$ cat config.mk
export PLATFORM = sky130hd
export DESIGN_NAME = vstruct_seq
export DESIGN_NICKNAME = d
export VERILOG_FILES = /design/src/rtl/vstruct_pkg.sv /design/src/rtl/vstruct_plan.sv /design/src/rtl/vstruct_walk.sv /design/src/rtl/vstruct_seq.sv
export SDC_FILE = /design/constraint.sdc
export NUM_CORES = 1
export LEC_CHECK = 0
export BUFFER_PORTS_ARGS = -buffer_cell sky130_fd_sc_hd__buf_2
export CORE_MARGIN = 2
export CORE_UTILIZATION = 45
export DETAILED_ROUTE_END_ITERATION = 16
export HOLD_SLACK_MARGIN = 0.12
export PLACE_DENSITY = 0.72
export SLEW_MARGIN = 20
export SYNTH_ARGS = -nofsm -noshare
export SYNTH_HDL_FRONTEND = slang
export SYNTH_SLANG_ARGS = --single-unit
$ cat constraint.sdc
create_clock -name clk -period 14.7 [get_ports clk]
set_input_delay 4.41 -clock clk [delete_from_list [all_inputs] [get_ports clk]]
set_output_delay 4.41 -clock clk [all_outputs]
set_load 0.01 [all_outputs]
$ cat src/rtl/vstruct_pkg.sv
package vstruct_pkg;

  typedef enum logic [1:0] {
    S_IDLE = 2'd0,
    S_ACC  = 2'd1,
    S_CLR  = 2'd2,
    S_FIN  = 2'd3
  } vs_state_e;

  // merge into 64-bit accesses: one structure element and little-endian data
  function automatic logic merge_ok(input logic [2:0] selem, input logic [1:0] sz,
                                    input logic big);
    return (selem == 3'd1) && ((sz == 2'd0) || !big);
  endfunction

endpackage

$ cat src/rtl/vstruct_plan.sv
module vstruct_plan #(
  parameter int VBYTES = 16,
  parameter int CNT_W  = 3,
  parameter int LANE_W = 4,
  parameter int TOT_W  = 11
) (
  input  logic              quad,
  input  logic [1:0]        sz,
  input  logic [CNT_W-1:0]  rpt,
  input  logic [CNT_W-1:0]  selem,
  input  logic              big_cfg,
  output logic [1:0]        eff_size,
  output logic [LANE_W:0]   elems,
  output logic              big,
  output logic [TOT_W-1:0]  total
);
  import vstruct_pkg::*;

  localparam int HALF = VBYTES / 2;
  localparam logic [1:0] WIDE_SZ = 2'($clog2(HALF));

  logic [LANE_W:0] reg_bytes;
  logic            merge;

  always_comb begin
    reg_bytes = quad ? (LANE_W+1)'(VBYTES) : (LANE_W+1)'(HALF);
    merge     = merge_ok(3'(selem), sz, big_cfg);
    eff_size  = merge ? WIDE_SZ : sz;
    elems     = reg_bytes >> eff_size;
    big       = big_cfg && (sz != 2'd0);
    total     = TOT_W'(rpt) * TOT_W'(selem) * TOT_W'(reg_bytes);
  end

endmodule

$ cat src/rtl/vstruct_walk.sv
module vstruct_walk #(
  parameter int ADDR_W = 32,
  parameter int REG_W  = 5,
  parameter int LANE_W = 4,
  parameter int CNT_W  = 3
) (
  input  logic              clk,
  input  logic              rst,
  input  logic              load,
  input  logic              step,
  input  logic [ADDR_W-1:0] base,
  input  logic [REG_W-1:0]  rt,
  input  logic [CNT_W-1:0]  rpt,
  input  logic [CNT_W-1:0]  selem,
  input  logic [LANE_W:0]   elems,
  input  logic [1:0]        esize,
  output logic [REG_W-1:0]  reg_idx,
  output logic [LANE_W-1:0] lane,
  output logic [ADDR_W-1:0] addr,
  output logic              last
);
  logic [CNT_W-1:0]  rep_q, st_q;
  logic [LANE_W-1:0] lane_q;
  logic [ADDR_W-1:0] addr_q;
  logic st_end, ln_end, rp_end;

  always_comb begin
    st_end  = (st_q == selem - 1'b1);
    ln_end  = ({1'b0, lane_q} == elems - 1'b1);
    rp_end  = (rep_q == rpt - 1'b1);
    last    = st_end && ln_end && rp_end;
    reg_idx = rt + REG_W'(rep_q) + REG_W'(st_q);
    lane    = lane_q;
    addr    = addr_q;
  end

  always_ff @(posedge clk) begin
    if (rst) begin
      rep_q  <= '0;
      st_q   <= '0;
      lane_q <= '0;
      addr_q <= '0;
    end else if (load) begin
      rep_q  <= '0;
      st_q   <= '0;
      lane_q <= '0;
      addr_q <= base;
    end else if (step) begin
      addr_q <= addr_q + (ADDR_W'(1) << esize);
      if (!st_end) begin
        st_q <= st_q + 1'b1;
      end else begin
        st_q <= '0;
        if (!ln_end) begin
          lane_q <= lane_q + 1'b1;
        end else begin
          lane_q <= '0;
          rep_q  <= rep_q + 1'b1;
        end
      end
    end
  end

endmodule

$ cat src/rtl/vstruct_seq.sv
module vstruct_seq #(
  parameter int ADDR_W   = 32,
  parameter int NREG     = 32,
  parameter int VBYTES   = 16,
  parameter int CNT_W    = 3,
  parameter int SP_ALIGN = 16,
  localparam int REG_W   = $clog2(NREG),
  localparam int LANE_W  = $clog2(VBYTES)
) (
  input  logic              clk,
  input  logic              rst,
  input  logic              start,
  input  logic              cmd_load,
  input  logic              cmd_quad,
  input  logic [1:0]        cmd_sz,
  input  logic [CNT_W-1:0]  cmd_rpt,
  input  logic [CNT_W-1:0]  cmd_selem,
  input  logic [REG_W-1:0]  cmd_rt,
  input  logic [REG_W-1:0]  cmd_rn,
  input  logic [REG_W-1:0]  cmd_rm,
  input  logic              cmd_post,
  input  logic [ADDR_W-1:0] base_val,
  input  logic [ADDR_W-1:0] offset_val,
  input  logic              big_endian,
  output logic              busy,
  output logic              mem_req,
  input  logic              mem_ack,
  output logic              mem_load,
  output logic [REG_W-1:0]  mem_reg,
  output logic [LANE_W-1:0] mem_lane,
  output logic [ADDR_W-1:0] mem_addr,
  output logic [1:0]        mem_size,
  output logic [1:0]        mem_align,
  output logic              mem_big,
  output logic              clr_valid,
  output logic [REG_W-1:0]  clr_reg,
  output logic              wb_valid,
  output logic [REG_W-1:0]  wb_reg,
  output logic [ADDR_W-1:0] wb_value,
  output logic              done,
  output logic              err
);
  import vstruct_pkg::*;

  localparam int SPA_W = $clog2(SP_ALIGN);
  localparam int TOT_W = 2 * CNT_W + LANE_W + 1;
  localparam int NC_W  = 2 * CNT_W;
  localparam logic [REG_W-1:0] SP_IDX = REG_W'(NREG - 1);

  vs_state_e state;

  logic              load_q, quad_q, post_q, big_q;
  logic [1:0]        sz_q;
  logic [CNT_W-1:0]  rpt_q, selem_q;
  logic [REG_W-1:0]  rt_q, rn_q, rm_q;
  logic [ADDR_W-1:0] base_q, off_q;
  logic [NC_W-1:0]   clr_left;

  logic [1:0]        eff_size;
  logic [LANE_W:0]   elems;
  logic              big_acc;
  logic [TOT_W-1:0]  total;
  logic              walk_last;
  logic              sp_bad, accept, step;
  logic [NC_W-1:0]   nclr;
  logic              need_clr;
  logic [ADDR_W-1:0] wb_next;

  vstruct_plan #(
    .VBYTES(VBYTES), .CNT_W(CNT_W), .LANE_W(LANE_W), .TOT_W(TOT_W)
  ) plan_i (
    .quad(quad_q), .sz(sz_q), .rpt(rpt_q), .selem(selem_q), .big_cfg(big_q),
    .eff_size(eff_size), .elems(elems), .big(big_acc), .total(total)
  );

  vstruct_walk #(
    .ADDR_W(ADDR_W), .REG_W(REG_W), .LANE_W(LANE_W), .CNT_W(CNT_W)
  ) walk_i (
    .clk(clk), .rst(rst), .load(accept), .step(step), .base(base_val),
    .rt(rt_q), .rpt(rpt_q), .selem(selem_q), .elems(elems), .esize(eff_size),
    .reg_idx(mem_reg), .lane(mem_lane), .addr(mem_addr), .last(walk_last)
  );

  always_comb begin
    sp_bad   = (cmd_rn == SP_IDX) && (base_val[SPA_W-1:0] != '0);
    accept   = (state == S_IDLE) && start && !sp_bad;
    step     = (state == S_ACC) && mem_ack;
    nclr     = NC_W'(rpt_q) * NC_W'(selem_q);
    need_clr = load_q && !quad_q;
    wb_next  = base_q + ((rm_q == SP_IDX) ? ADDR_W'(total) : off_q);
    busy     = (state != S_IDLE);
    mem_load = load_q;
    mem_size = eff_size;
    mem_align = sz_q;
    mem_big  = big_acc;
    wb_reg   = rn_q;
  end

  always_ff @(posedge clk) begin
    if (rst) begin
      state     <= S_IDLE;
      mem_req   <= 1'b0;
      clr_valid <= 1'b0;
      clr_reg   <= '0;
      clr_left  <= '0;
      wb_valid  <= 1'b0;
      wb_value  <= '0;
      done      <= 1'b0;
      err       <= 1'b0;
      load_q    <= 1'b0;
      quad_q    <= 1'b0;
      post_q    <= 1'b0;
      big_q     <= 1'b0;
      sz_q      <= '0;
      rpt_q     <= CNT_W'(1);
      selem_q   <= CNT_W'(1);
      rt_q      <= '0;
      rn_q      <= '0;
      rm_q      <= '0;
      base_q    <= '0;
      off_q     <= '0;
    end else begin
      case (state)
        S_IDLE: begin
          done <= 1'b0;
          err  <= 1'b0;
          if (start) begin
            load_q  <= cmd_load;
            quad_q  <= cmd_quad;
            post_q  <= cmd_post;
            big_q   <= big_endian;
            sz_q    <= cmd_sz;
            rpt_q   <= cmd_rpt;
            selem_q <= cmd_selem;
            rt_q    <= cmd_rt;
            rn_q    <= cmd_rn;
            rm_q    <= cmd_rm;
            base_q  <= base_val;
            off_q   <= offset_val;
            if (sp_bad) begin
              err  <= 1'b1;
              done <= 1'b1;
            end else begin
              mem_req <= 1'b1;
              state   <= S_ACC;
            end
          end
        end
        S_ACC: begin
          if (mem_ack && walk_last) begin
            mem_req  <= 1'b0;
            wb_value <= wb_next;
            if (need_clr) begin
              clr_valid <= 1'b1;
              clr_reg   <= rt_q;
              clr_left  <= nclr - 1'b1;
              wb_valid  <= post_q && (nclr == NC_W'(1));
              state     <= S_CLR;
            end else begin
              wb_valid <= post_q;
              state    <= S_FIN;
            end
          end
        end
        S_CLR: begin
          if (clr_left == '0) begin
            clr_valid <= 1'b0;
            wb_valid  <= 1'b0;
            done      <= 1'b1;
            state     <= S_IDLE;
          end else begin
            clr_reg  <= clr_reg + 1'b1;
            clr_left <= clr_left - 1'b1;
            wb_valid <= post_q && (clr_left == NC_W'(1));
          end
        end
        default: begin
          wb_valid <= 1'b0;
          done     <= 1'b1;
          state    <= S_IDLE;
        end
      endcase
    end
  end

endmodule

==> flow_results.org, run 1 <==
** Place
- Placement-stage worst setup slack :: around 8 ns
- Weighted congestion at the end of routability-driven global placement :: 0.897
- Port buffer count :: 189
- After detailed placement, the total cell area comes to 11500 sq um.
- Dpl hpwl :: around 21 mm

** Clock tree
- After clock tree synthesis, the repair step resized 0 gates.
- The cell sitting at the root of the clock tree is a clkbuf_16.
- The longest clock path from root to sink contains 2 buffers.
- For this design, the CTS-stage hold fixing added 0 buffers.
- Number of clock buffers inserted by TritonCTS :: 17
- CTS sink count :: 183
- Clock latency on the worst-skew pair :: around 0.44 ns
- TritonCTS clock tree :: built
- Htree depth :: 4
- CTS clk-pin slew, worst paths :: 0.07 ns
- Post-CTS setup-driven buffer insertion count :: 0

** STA
- Total count of max-transition violations in the final report :: 0
- Final worst setup slack :: 7.93 ns
- Fin crit period :: ~6.8 ns
- At the pin with the least slew margin, the transition time is 0.968 ns.
- The worst path uses 46.0% of the clock period.
- The total count of hold-check failures in the final report is 0.
- Max Freq :: 148 MHz
- Post-Route Skew :: 0.0108 ns
- Number of setup violations in the final report :: 0
- Setup repair after global routing left no endpoint under its margin.
- Measured against its own limit, the worst slew margin works out to 35.5%.
- Final total negative setup slack :: 0 ns

** Die
- Starting density of the core :: between 40% and 50%
- Die Ht :: 156 um
- Core Rows :: 55
- The die is 156 um wide.
- Area of the die :: 24200 sq um
- # IOs :: 190
- In this run the standard cell core region covers ~23000 sq um.

** Min path
- The min-delay analysis places its worst path in the category register to register.

** Cells and area
- Layout Area Growth over Synthesis :: 16.6%
- Final instance area :: 12100 sq um
- The net count of the finished layout is 1642.
- Filler cell count in the final layout :: 2161
- Share of final-layout standard cells stronger than drive strength 1 :: 16.5%

** Route
- Detail-routed via count per cell :: 5.53
- Number of detailed-route iterations in the first pass :: 5
- Summed over all layers, the routed wires come to roughly 29 mm.
- Post-route DRC :: 0
- For this block, the initial DRC count from the detailed router was ~800.
- In the final routed layout, each cell accounts on average for 16.3 um.
- In this run the remaining antenna-violating nets after routing total 0.
- Detailed-route via count :: 9816

** Worst setup path
- The critical path is of the register to output port type.
- Register-to-register setup slack :: 9.16 ns
- Tracing the worst setup path back leads to its startpoint at walk_i.rep_q[2].
- Of all nets on the critical path, the largest fanout is 4.
- Arrival time of data at the critical path endpoint :: 2.36 ns
- In this run the critical register-to-register path is launched from selem_q[2].
- The endpoint identified for the worst register-to-register timing path is wb_value[23].
- Worst Setup End Kind :: output port
- FF-to-FF path depth :: 20
- Crit path capture :: mem_reg[4]
- Crit path launch type :: register
- STA puts the critical path data required time at 10.29 ns.

** Pwr
- Power spread over the standard cell area amounts to 113 nW/um^2.
- IR analysis of the VDD net gives a maximum drop of 0.0000719 V.
- Power consumption :: about 1400 uW
- Leak Pwr :: 0.00530 uW

** GRT
- Wire length of the first global-routing pass :: 46.7 mm
- Global router's overall resource usage :: 24.1%
- Entering global routing, the biggest net connects 94 pins.
- After global routing the overflow that remains totals 0.
- The initial antenna violation count is 2.
- The number of global-route vias before repair was 9060.

** Synthesis
- Distinct cell type count of the synthesized netlist :: 72
- Mapped cell area :: 10400 sq um
- Combinational family with the most area after synthesis :: simple AND/OR/NAND/NOR gates
- Synth area leaders :: dfxtp_1, nand2_1, ha_1
- The commonest cells after synthesis are nand2_1, dfxtp_1, a21oi_1.
- Simple logic cell fraction of the synthesized area :: 23.4%
- Xor and xnor fraction of the mapped netlist area :: 4.99%
- Fraction of synthesis flops using an asynchronous set or reset pin :: 0%
- Post-synthesis area per instance :: 7.81 sq um
- For this run, the register share of the synthesized area comes to 35.4%.
- Post-synthesis instance total :: around 1300
- Top FF cell, synth :: dfxtp_1
- Post-synthesis adder-cell area fraction :: slightly above 9%
- Cell taking the most area after synthesis :: dfxtp_1
- Portion of netlist area occupied by mux cells :: under 10%
- Warnings from Yosys :: 0
- Most frequent cell after synthesis :: nand2_1
- Counting flops with a built-in enable in the synthesized netlist gives 0.
- After synthesis, the largest area contributor takes up 35.4% of total cell area.
- Synthesized-area fraction occupied by ao, oa, aoi and oai cells :: 20.5%
- #FFs+latches synth :: between 150 and 200

** Outcome
- Result of the run :: finished clean

** Flow run
- Number of maximum-capacitance constraint violations :: 0
metal layers:
metal | up-vias | share of wire (%) | GRT usage, %
met5 | - | 0 | 0
met2 | 325 | 43 | 36.7
met4 | 0 | 1.8 | 7.25
met3 | 37 | 6.4 | 4.00
met1 | 4570 | 49 | 34.8
li1 | 4884 | - | -
kinds of logic after synthesis:
family	Yosys count
XOR/XNOR	59
other	2
flip-flops	183
multiplexers	20
AO/OA/AOI/OAI	332
buffers and inverters	120
AND/OR/NAND/NOR	538
adder cells (fa/ha/maj)	71
cell type report:
type | count | area, sq um | share of cell area, %
repair buffers | 194 | 986 | 8.17
clock inverters | 11 | 136 | 1.13
clock buffers | 21 | 460 | 3.81
diodes | 2 | 5.00 | 0.0415
well taps | 285 | 357 | 2.95
multi-input cells | 1023 | 6250 | 51.8
inverters | 57 | 214 | 1.77
flip-flops and latches | 183 | 3660 | 30.3
layout by cell type (no fill, tap or decap), drive strengths merged, types with 32 or more instances in the layout:
master and n:
o21ai 50, ha 62, a211oi 32, nor2 108, nand3 37, a21oi 149, dfxtp 183, buf 194
nand2 268, xnor2 34, inv 62
through the flow:
stage	hold slack, ns	cells	utilization (%)
global placement	0.438	1742	50.6
global route	0.473	1776	53.3
finish	0.449	1776	53.3
floorplan	0.432	1326	-
CTS	0.452	1774	53.3
detailed placement	0.442	1742	50.6
where the power goes:
| group | switching [uW] | internal [uW] | total [uW] | leakage (uW) |
|---|---|---|---|---|
| Combinational | 202 | 123 | 325 | 0.00351 |
| Clock | 206 | 263 | 470 | 0.000291 |
| Sequential | 36.2 | 535 | 571 | 0.00150 |
worst max-delay path: stages (launching register included):
cell and delay (ns):
dfxtp_1 0.48, fa_1 0.51, ha_1 0.32, a21o_1 0.18
a21oi_1 0.16, xnor2_1 0.13, buf_2 0.15
how the worst min path moves through the flow:
stage	start	endpoint	slack, ns	depth (start not counted)
final	wb_value[19]	wb_value[19]	0.45	2
after global routing	rm_q[1]	rm_q[1]	0.47	2
after CTS	off_q[26]	off_q[26]	0.45	2
after detailed placement	off_q[2]	off_q[2]	0.44	2
after global placement	off_q[13]	off_q[13]	0.44	2
after floorplan	off_q[0]	off_q[0]	0.43	2
(Power assumes the default switching activity.)
==> inputs of run 2 (changes only) <==
--- a/config.mk
+++ b/config.mk
@@ -10,7 +10,7 @@
 export CORE_UTILIZATION = 45
 export DETAILED_ROUTE_END_ITERATION = 16
 export HOLD_SLACK_MARGIN = 0.12
-export PLACE_DENSITY = 0.72
+export PLACE_DENSITY = 0.74
 export SLEW_MARGIN = 20
 export SYNTH_ARGS = -nofsm -noshare
 export SYNTH_HDL_FRONTEND = slang
==> constraint.sdc (replaced) <==
create_clock -name clk -period 5.7 [get_ports clk]
set_input_delay 1.71 -clock clk [delete_from_list [all_inputs] [get_ports clk]]
set_output_delay 1.71 -clock clk [all_outputs]
set_load 0.01 [all_outputs]
==> run 2 against run 1 <==
Effect of this change:
- sequential share of layout area shrank 0.078 points
- hold slack gained 0.0040 ns
- global-route usage shrank 0.25 points
- utilization grew 0.14 points
- power grew to 2.6 times the previous value
- count of clock-buffer cells in the layout shrank 3
- wire length grew 0.88%
- highest routed layer unchanged
- largest power group unchanged
- critical path type is now register to register
- worst setup slack lost 7.6 ns
==> flow_results.org, run 2 (synthesized netlist as in run 1, its figures left out) <==
** Outcome
- Result of the run :: finished clean (unchanged)

** Worst setup path
- Maximum net fanout on the critical path :: 6 (was 4)
- FF-to-FF path depth :: 20 (unchanged)
- Crit path cell chain :: nand2_1 > fa_1 > inv_1 > ha_1 > inv_1 > fa_1 > xnor2_1 > a21o_1 > inv_1 > fa_1 > o21ai_0 > ha_1 > a21oi_1 > o21ai_0 > a21o_1 > o31ai_1 > o21ai_0 > a2111oi_2 > o2111ai_1 > nand3b_1 (was fa_1 > ha_1 > a21o_1 > a21oi_1 > xnor2_1 > buf_2)
- Max stage delay on crit path :: 0.47 ns (was 0.51 ns)
- The critical register-to-register path endpoint is wb_value[23] (unchanged).
- The minimum setup slack among reg-to-reg paths is 0.37 ns (was 9.16 ns).
- The arrival time reported for the critical path endpoint came to 5.70 ns (was 2.36 ns).
- Worst Setup End Kind :: register (was output port)
- The required arrival time at the worst endpoint was 6.07 ns (was 10.29 ns).
- The library cell contributing the largest single delay on the critical path is dfxtp_1 (was fa_1).
- The type of the worst setup path was register to register (was register to output port).
- The element type at the critical path start is a register (unchanged).
- Reg-to-Reg Start :: selem_q[2] (unchanged)
- The cell family with the largest share of critical-path delay is compound AO/OA/AOI/OAI gates (was adder cells).
- The buffer and inverter count on the worst path was 3 (was 1).

** Clock tree
- Post-CTS Resized :: 0 (unchanged)
- Htree depth :: 4 (unchanged)
- CTS sink count :: 183 (unchanged)
- Number of clock buffers inserted by TritonCTS :: 17 (unchanged)
- The number of buffers inserted to repair setup after CTS was 0 (unchanged).
- The clock transition at the register clock pins on the worst setup and hold paths after CTS came to 0.08 ns (was 0.07 ns).
- The count of hold-fix buffers inserted at cts is 0 (unchanged).
- The maximum root-to-sink buffer count was 2 (unchanged).
- Clock latency on the worst-skew pair :: 0.44 ns (about the same)
- TritonCTS clock tree :: built (unchanged)
- The cell at the root of the clock tree was clkbuf_16 (unchanged).

** Min path
- The number of cells traversed by the worst hold path came to 2 (unchanged).
- Sink of the worst hold path :: rm_q[0] (was wb_value[19])
- Startpoint of the tightest hold check path :: rm_q[0] (was wb_value[19])
- Path class of the lowest-slack min-delay path :: register to register (unchanged)

** Place
- Weighted congestion at the end of routability-driven global placement :: 0.885 (was 0.897)
- Dpl hpwl :: 21.8 mm (was 21.3 mm)
- The port buffer count came to 189 (unchanged).

** Cells and area
- Area taken by multi-input logic gates :: 6250 sq um (about the same)
- The area taken by flip-flops and latches is 3660 sq um (unchanged).
- Layout Area Growth over Synthesis :: 16.9% (was 16.6%)
- Highest-count cells in the layout ignoring fill and taps :: nand2_1, buf_2, dfxtp_1, a21oi_1, nor2_1 (unchanged)
- The most common cell after layout, fill and taps aside is nand2_1 (unchanged).
- The share of final-layout standard cells stronger than drive strength 1 was 16.8% (was 16.5%).
- The final-stage net count came to 1645 (was 1642).
- Filler cell count in the final layout :: 2157 (was 2161)

** Pwr
- The maximum VDD drop was 0.000148 V (was 0.0000719 V).
- The cell leakage power was 0.00532 uW (was 0.00530 uW).
- The total design power was 3550 uW (was 1370 uW).
- The power per unit of standard cell area is 293 nW/um^2 (was 113 nW/um^2).

** Route
- Number of antenna-violating nets in the routed design :: 0 (unchanged)
- Drt initial violations :: 620 (was 796)
- Total Wirelength :: 29.2 mm (was 29.0 mm)
- Post-route DRC :: 0 (unchanged)
- Detailed-route via count :: 9796 (was 9816)
- The detail-routed via count per cell was 5.51 (was 5.53).
- Number of detailed-route iterations in the first pass :: 5 (unchanged)
- Post-detailed-route wirelength per cell :: 16.4 um (was 16.3 um)

** STA
- The smallest clock period supported by the final layout is computed as 5.33 ns.
- The worst slew margin relative to its limit came to 35.1% (was 35.5%).
- The max-slew violation total from the final report is 0 (unchanged).
- Number of setup violations in the final report :: 0 (unchanged)
- Post-Route Skew :: 0.0148 ns (was 0.0108 ns)
- Max Freq :: 188 MHz
- Final hold vios :: 0 (unchanged)
- Actual transition at the worst max-transition pin :: 0.974 ns (was 0.968 ns)
- The setup TNS was 0 ns (unchanged).
- Of the available clock period, the critical path in the final layout requires 93.5%.

** Die
- Starting density of the core :: 45.7% (unchanged)
- The width of the chip was 156 um (unchanged).
- Core Rows :: 55 (unchanged)
- The die footprint came to 24200 sq um (unchanged).
- # IOs :: 190 (unchanged)
- The placeable core area was 22600 sq um (unchanged).
- The floorplan die height was 156 um (unchanged).

** GRT
- The number of global-route vias before repair is 8853 (was 9060).
- Initial antenna violation count :: 2 (unchanged)
- Global router's overall resource usage :: 23.8% (was 24.1%)
- Aggregate global routing overflow :: 0 (unchanged)
- Maximum number of pins on one net before global-route repair :: 69 (was 94)
- The global-route wire length before repair is 46.3 mm (was 46.7 mm).

** Flow run
- Number of maximum-capacitance constraint violations :: 0 (unchanged)
-- run 2: cell count changes in the layout (fill, tap and decap cells not counted), sizes merged --
cell	before	now
buf	194	197
clkbuf	21	18
clkinv	3	4
clkinvlp	1	2
inv	62	63
-- run 2: worst max path at each step --
| stage | start | to | cells past startpoint |
|---|---|---|---|
| 2_1_floorplan | selem_q[2] | wb_value[23] | 20 |
| 3_3_place_gp | selem_q[2] | wb_value[23] | 20 |
| 3_5_place_dp | selem_q[2] | wb_value[23] | 20 |
| 4_1_cts | selem_q[2] | wb_value[23] | 20 |
| 5_1_grt | selem_q[2] | wb_value[23] | 20 |
| 6_report | selem_q[2] | wb_value[23] | 20 |
-- run 2: metal layers --
metal / global-route usage, % / up-vias / share of wire, %
met5: 0 / - / 0
met4: 6.25 / 0 / 1.5
met3: 4.69 / 32 / 7.2
met2: 36.0 / 322 / 44
met1: 34.7 / 4560 / 47
li1: - / 4882 / -
-- run 2: metrics by stage --
step                      area, sq um  utilization [%]  cells  worst slack (ns)  hold slack, ns
after floorplan                 10400                -   1326             0.957           0.432
after global placement          11500             50.7   1745             0.616           0.438
after detailed placement        11500             50.7   1745             0.345           0.443
after CTS                       12100             53.4   1777             0.285           0.454
after global routing            12100             53.5   1779          -0.00156           0.473
final                           12100             53.5   1779             0.370           0.453
-- run 2: area by class of cell --
cell class / instances / area share (%)
multi-input combinational: 1023 / 51.6
sequential: 183 / 30.3
timing repair buffer: 197 / 8.33
clock buffer: 18 / 3.63
tap: 285 / 2.95
inverter: 57 / 1.77
clock inverter: 14 / 1.36
antenna: 2 / 0.0414
-- run 2: worst register-to-register path: stages, from the launching register on --
cell       delay [ns]
dfxtp_1          0.47
nand2_1          0.12
fa_1             0.47
inv_1            0.06
ha_1             0.16
inv_1            0.06
fa_1             0.38
xnor2_1          0.34
a21o_1           0.21
inv_1            0.06
fa_1             0.45
o21ai_0          0.18
ha_1             0.30
a21oi_1          0.19
o21ai_0          0.12
a21o_1           0.22
o31ai_1          0.45
o21ai_0          0.22
a2111oi_2        0.44
o2111ai_1        0.19
nand3b_1         0.17
-- run 2: power by group --
| group | internal [uW] | total (uW) | leakage [uW] | switching [uW] |
|---|---|---|---|---|
| registers | 1380 | 1470 | 0.00150 | 93.3 |
| logic | 320 | 839 | 0.00353 | 518 |
| clock network | 673 | 1240 | 0.000295 | 568 |
==> inputs of run 3 (changes only) <==
--- a/config.mk
+++ b/config.mk
@@ -6,11 +6,14 @@
 export NUM_CORES = 1
 export LEC_CHECK = 0
 export BUFFER_PORTS_ARGS = -buffer_cell sky130_fd_sc_hd__buf_2
+export CELL_PAD_IN_SITES_DETAIL_PLACEMENT = 0
+export CELL_PAD_IN_SITES_GLOBAL_PLACEMENT = 1
 export CORE_MARGIN = 2
-export CORE_UTILIZATION = 45
+export CORE_UTILIZATION = 37
 export DETAILED_ROUTE_END_ITERATION = 16
 export HOLD_SLACK_MARGIN = 0.12
-export PLACE_DENSITY = 0.74
+export PLACE_DENSITY = 0.81
+export SKIP_CTS_REPAIR_TIMING = 1
 export SLEW_MARGIN = 20
 export SYNTH_ARGS = -nofsm -noshare
 export SYNTH_HDL_FRONTEND = slang
==> run 3 against run 2 <==
Effect of this change:
- hold slack got worse by 0.00053 ns
- sequential power is essentially flat
- fmax increased by 2.9%
- non-clock buffer count is 1 lower
- first-iteration DRC count decreased by 4.7%
- critical path type unchanged
- critical endpoint unchanged
- largest cell class unchanged
- highest routed layer unchanged
==> flow_results.org, run 3 (synthesized netlist as in run 1, its figures left out) <==
** Outcome
- Result of the run :: finished clean (unchanged)

** STA
- Number of setup violations in the final report :: 0 (unchanged)
- The share of the clock period used by the worst path after layout was 90.9% (was 93.5%).
- The total count of hold-check failures in the final report came to 0 (unchanged).
- Setup repair after global routing missed its margin :: false
- Total count of max-transition violations in the final report :: 0 (unchanged)
- The actual transition at the worst max-transition pin came to 1.04 ns (was 0.974 ns).
- Fin crit period :: 5.18 ns (was 5.33 ns)
- The final worst clock skew is 0.0210 ns (was 0.0148 ns).
- The highest achievable clock rate is 193 MHz (was 188 MHz).
- The hold slack is 0.452 ns (was 0.453 ns).
- Final total negative setup slack :: 0 ns (unchanged)
- The worst slew margin relative to its limit was 30.7% (was 35.1%).
- Final worst setup slack :: 0.518 ns (was 0.370 ns)

** Cells and area
- Post-route core utilization :: 44.2% (was 53.5%)
- Layout Area Growth over Synthesis :: 18.0% (was 16.9%)
- The most common cell after layout, fill and taps aside is nand2_1 (unchanged).
- The share of final-layout standard cells stronger than drive strength 1 is 16.8% (about the same).
- Number of antenna repair diodes :: 0 (was 2)
- Layout net count :: 1644 (was 1645)
- Highest-count cells in the layout ignoring fill and taps: nand2_1, buf_2, dfxtp_1, a21oi_1, nor2_1 (unchanged).

** GRT
- The global-route congestion overflow total was 0 (unchanged).
- Vias in the first global route :: 9170 (was 8853)
- Wire length of the first global-routing pass :: 48.9 mm (was 46.3 mm)
- Initial antenna violation count :: 0 (was 2)
- Global router's overall resource usage :: 21.2% (was 23.8%)
- Maximum number of pins on one net before global-route repair :: 94 (was 69)

** Route
- The final wirelength is 31.0 mm (was 29.2 mm).
- The overall via count from detail_route is 9737 (was 9796).
- The number of optimization iterations in the first detailed-route pass is 5 (unchanged).
- The number of remaining DRC errors came to 0 (unchanged).
- Detail-routed via count per cell :: 5.21 (was 5.51)
- The routed length per placed instance is 16.6 um (was 16.4 um).
- Drt initial violations :: 591 (was 620)
- Number of antenna-violating nets in the routed design :: 0 (unchanged)

** Die
- The effective utilization at floorplan came to 37.5% (was 45.7%).
- Placeable Area :: 27600 sq um (was 22600 sq um)
- The die footprint is 29300 sq um (was 24200 sq um).
- The cell row count is 61 (was 55).
- Die Ht :: 171 um (was 156 um)
- Die span in x :: 171 um (was 156 um)
- The top-level I/O count came to 190 (unchanged).

** Worst setup path
- The endpoint kind of the worst setup timing path is a register (unchanged).
- Crit path cell chain: nand2_1 > fa_1 > inv_1 > ha_1 > inv_1 > fa_1 > xnor2_2 > a21o_1 > inv_1 > fa_1 > o21ai_0 > ha_1 > a21oi_1 > o21ai_0 > a21o_1 > o31ai_1 > buf_4 > o21ai_0 > a2111oi_1 > nor3b_1 > nand3b_1 (was nand2_1 > fa_1 > inv_1 > ha_1 > inv_1 > fa_1 > xnor2_1 > a21o_1 > inv_1 > fa_1 > o21ai_0 > ha_1 > a21oi_1 > o21ai_0 > a21o_1 > o31ai_1 > o21ai_0 > a2111oi_2 > o2111ai_1 > nand3b_1).
- Max stage delay on crit path :: 0.53 ns (was 0.47 ns)
- The required arrival time at the worst endpoint came to 6.04 ns (was 6.07 ns).
- The element type at the critical path start is a register (unchanged).
- The type of the worst setup path was register to register (unchanged).
- The arrival time reported for the critical path endpoint was 5.52 ns (was 5.70 ns).
- The maximum fanout along the worst path is 6 (unchanged).
- Critical path's slowest cell :: a2111oi_1 (was dfxtp_1)

** Clock tree
- Htree depth :: 4 (unchanged)
- The cell at the root of the clock tree was clkbuf_16 (unchanged).
- The CTS buffer count is 17 (unchanged).
- TritonCTS clock tree :: built (unchanged)
- The worst-skew pair later-pin latency came to 0.45 ns (was 0.44 ns).
- CTS sink count :: 183 (unchanged)
- CTS clk-pin slew, worst paths :: 0.08 ns (about the same)
- Maximum clock insertion buffer count :: 2 (unchanged)

** Min path
- Path class of the lowest-slack min-delay path :: register to register (unchanged)

** Place
- The detailed-placement wirelength estimate is 22.7 mm (was 21.8 mm).
- Port buffer count :: 189 (unchanged)
- Weighted congestion at the end of routability-driven global placement :: 0.855 (was 0.885)
- The post-place setup slack came to 0.447 ns (was 0.345 ns).

** Flow run
- Number of maximum-capacitance constraint violations :: 0 (unchanged)

** Pwr
- Pwr per Cell Area :: 291 nW/um^2 (was 293 nW/um^2)
- Worst voltage drop across the vdd grid :: 0.000186 V (was 0.000148 V)
- The cell leakage power was 0.00532 uW (about the same).
[run 3: worst paths after layout]
kind                start           end  slack [ns]  cells past startpoint
max            selem_q[2]  wb_value[23]        0.52                     21
min          wb_value[11]  wb_value[11]        0.45                      2
max reg2reg    selem_q[2]  wb_value[23]        0.52                     21
min reg2reg  wb_value[11]  wb_value[11]        0.45                      2
[run 3: layout make-up]
class | count | area (sq um)
Timing Repair Buffer | 196 | 1000
Sequential cell | 183 | 3660
Fill cell | 2842 | 15400
Multi-Input combinational cell | 1023 | 6250
Inverter | 57 | 214
Tap cell | 378 | 473
Clock inverter | 15 | 181
Clock buffer | 17 | 425
[run 3: where the power goes]
| part | total, uW | switching, uW | internal [uW] |
|---|---|---|---|
| Combinational | 845 | 526 | 319 |
| Sequential | 1470 | 88.5 | 1380 |
| Clock | 1240 | 606 | 633 |
[run 3: per-stage QoR]
| stage | area [sq um] | cells | total power [uW] |
|---|---|---|---|
| 3_3_place_gp | 11600 | 1837 | 2330 |
| 4_1_cts | 12200 | 1869 | 3580 |
| 5_1_grt | 12200 | 1869 | 3740 |
| 2_1_floorplan | 10400 | 1326 | 2070 |
| 3_5_place_dp | 11600 | 1837 | 2340 |
| 6_report | 12200 | 1869 | 3550 |
[run 3: layer usage]
| layer | global-route usage [%] | vias up | part of all wire, % |
|---|---|---|---|
| met2 | 32.7 | 244 | 44 |
| li1 | - | 4906 | - |
| met3 | 4.30 | 43 | 5.4 |
| met5 | 0 | - | 0 |
| met4 | 6.89 | 0 | 2.3 |
| met1 | 29.7 | 4544 | 48 |
[run 3: critical path: cells and delay by family (launching register included)]
family,cells,cell delay (ns)
flops,1,0.48
simple gates,3,0.40
xor+xnor,1,0.22
buf+inv,4,0.35
fa+ha+maj,5,1.82
compound gates,8,1.79
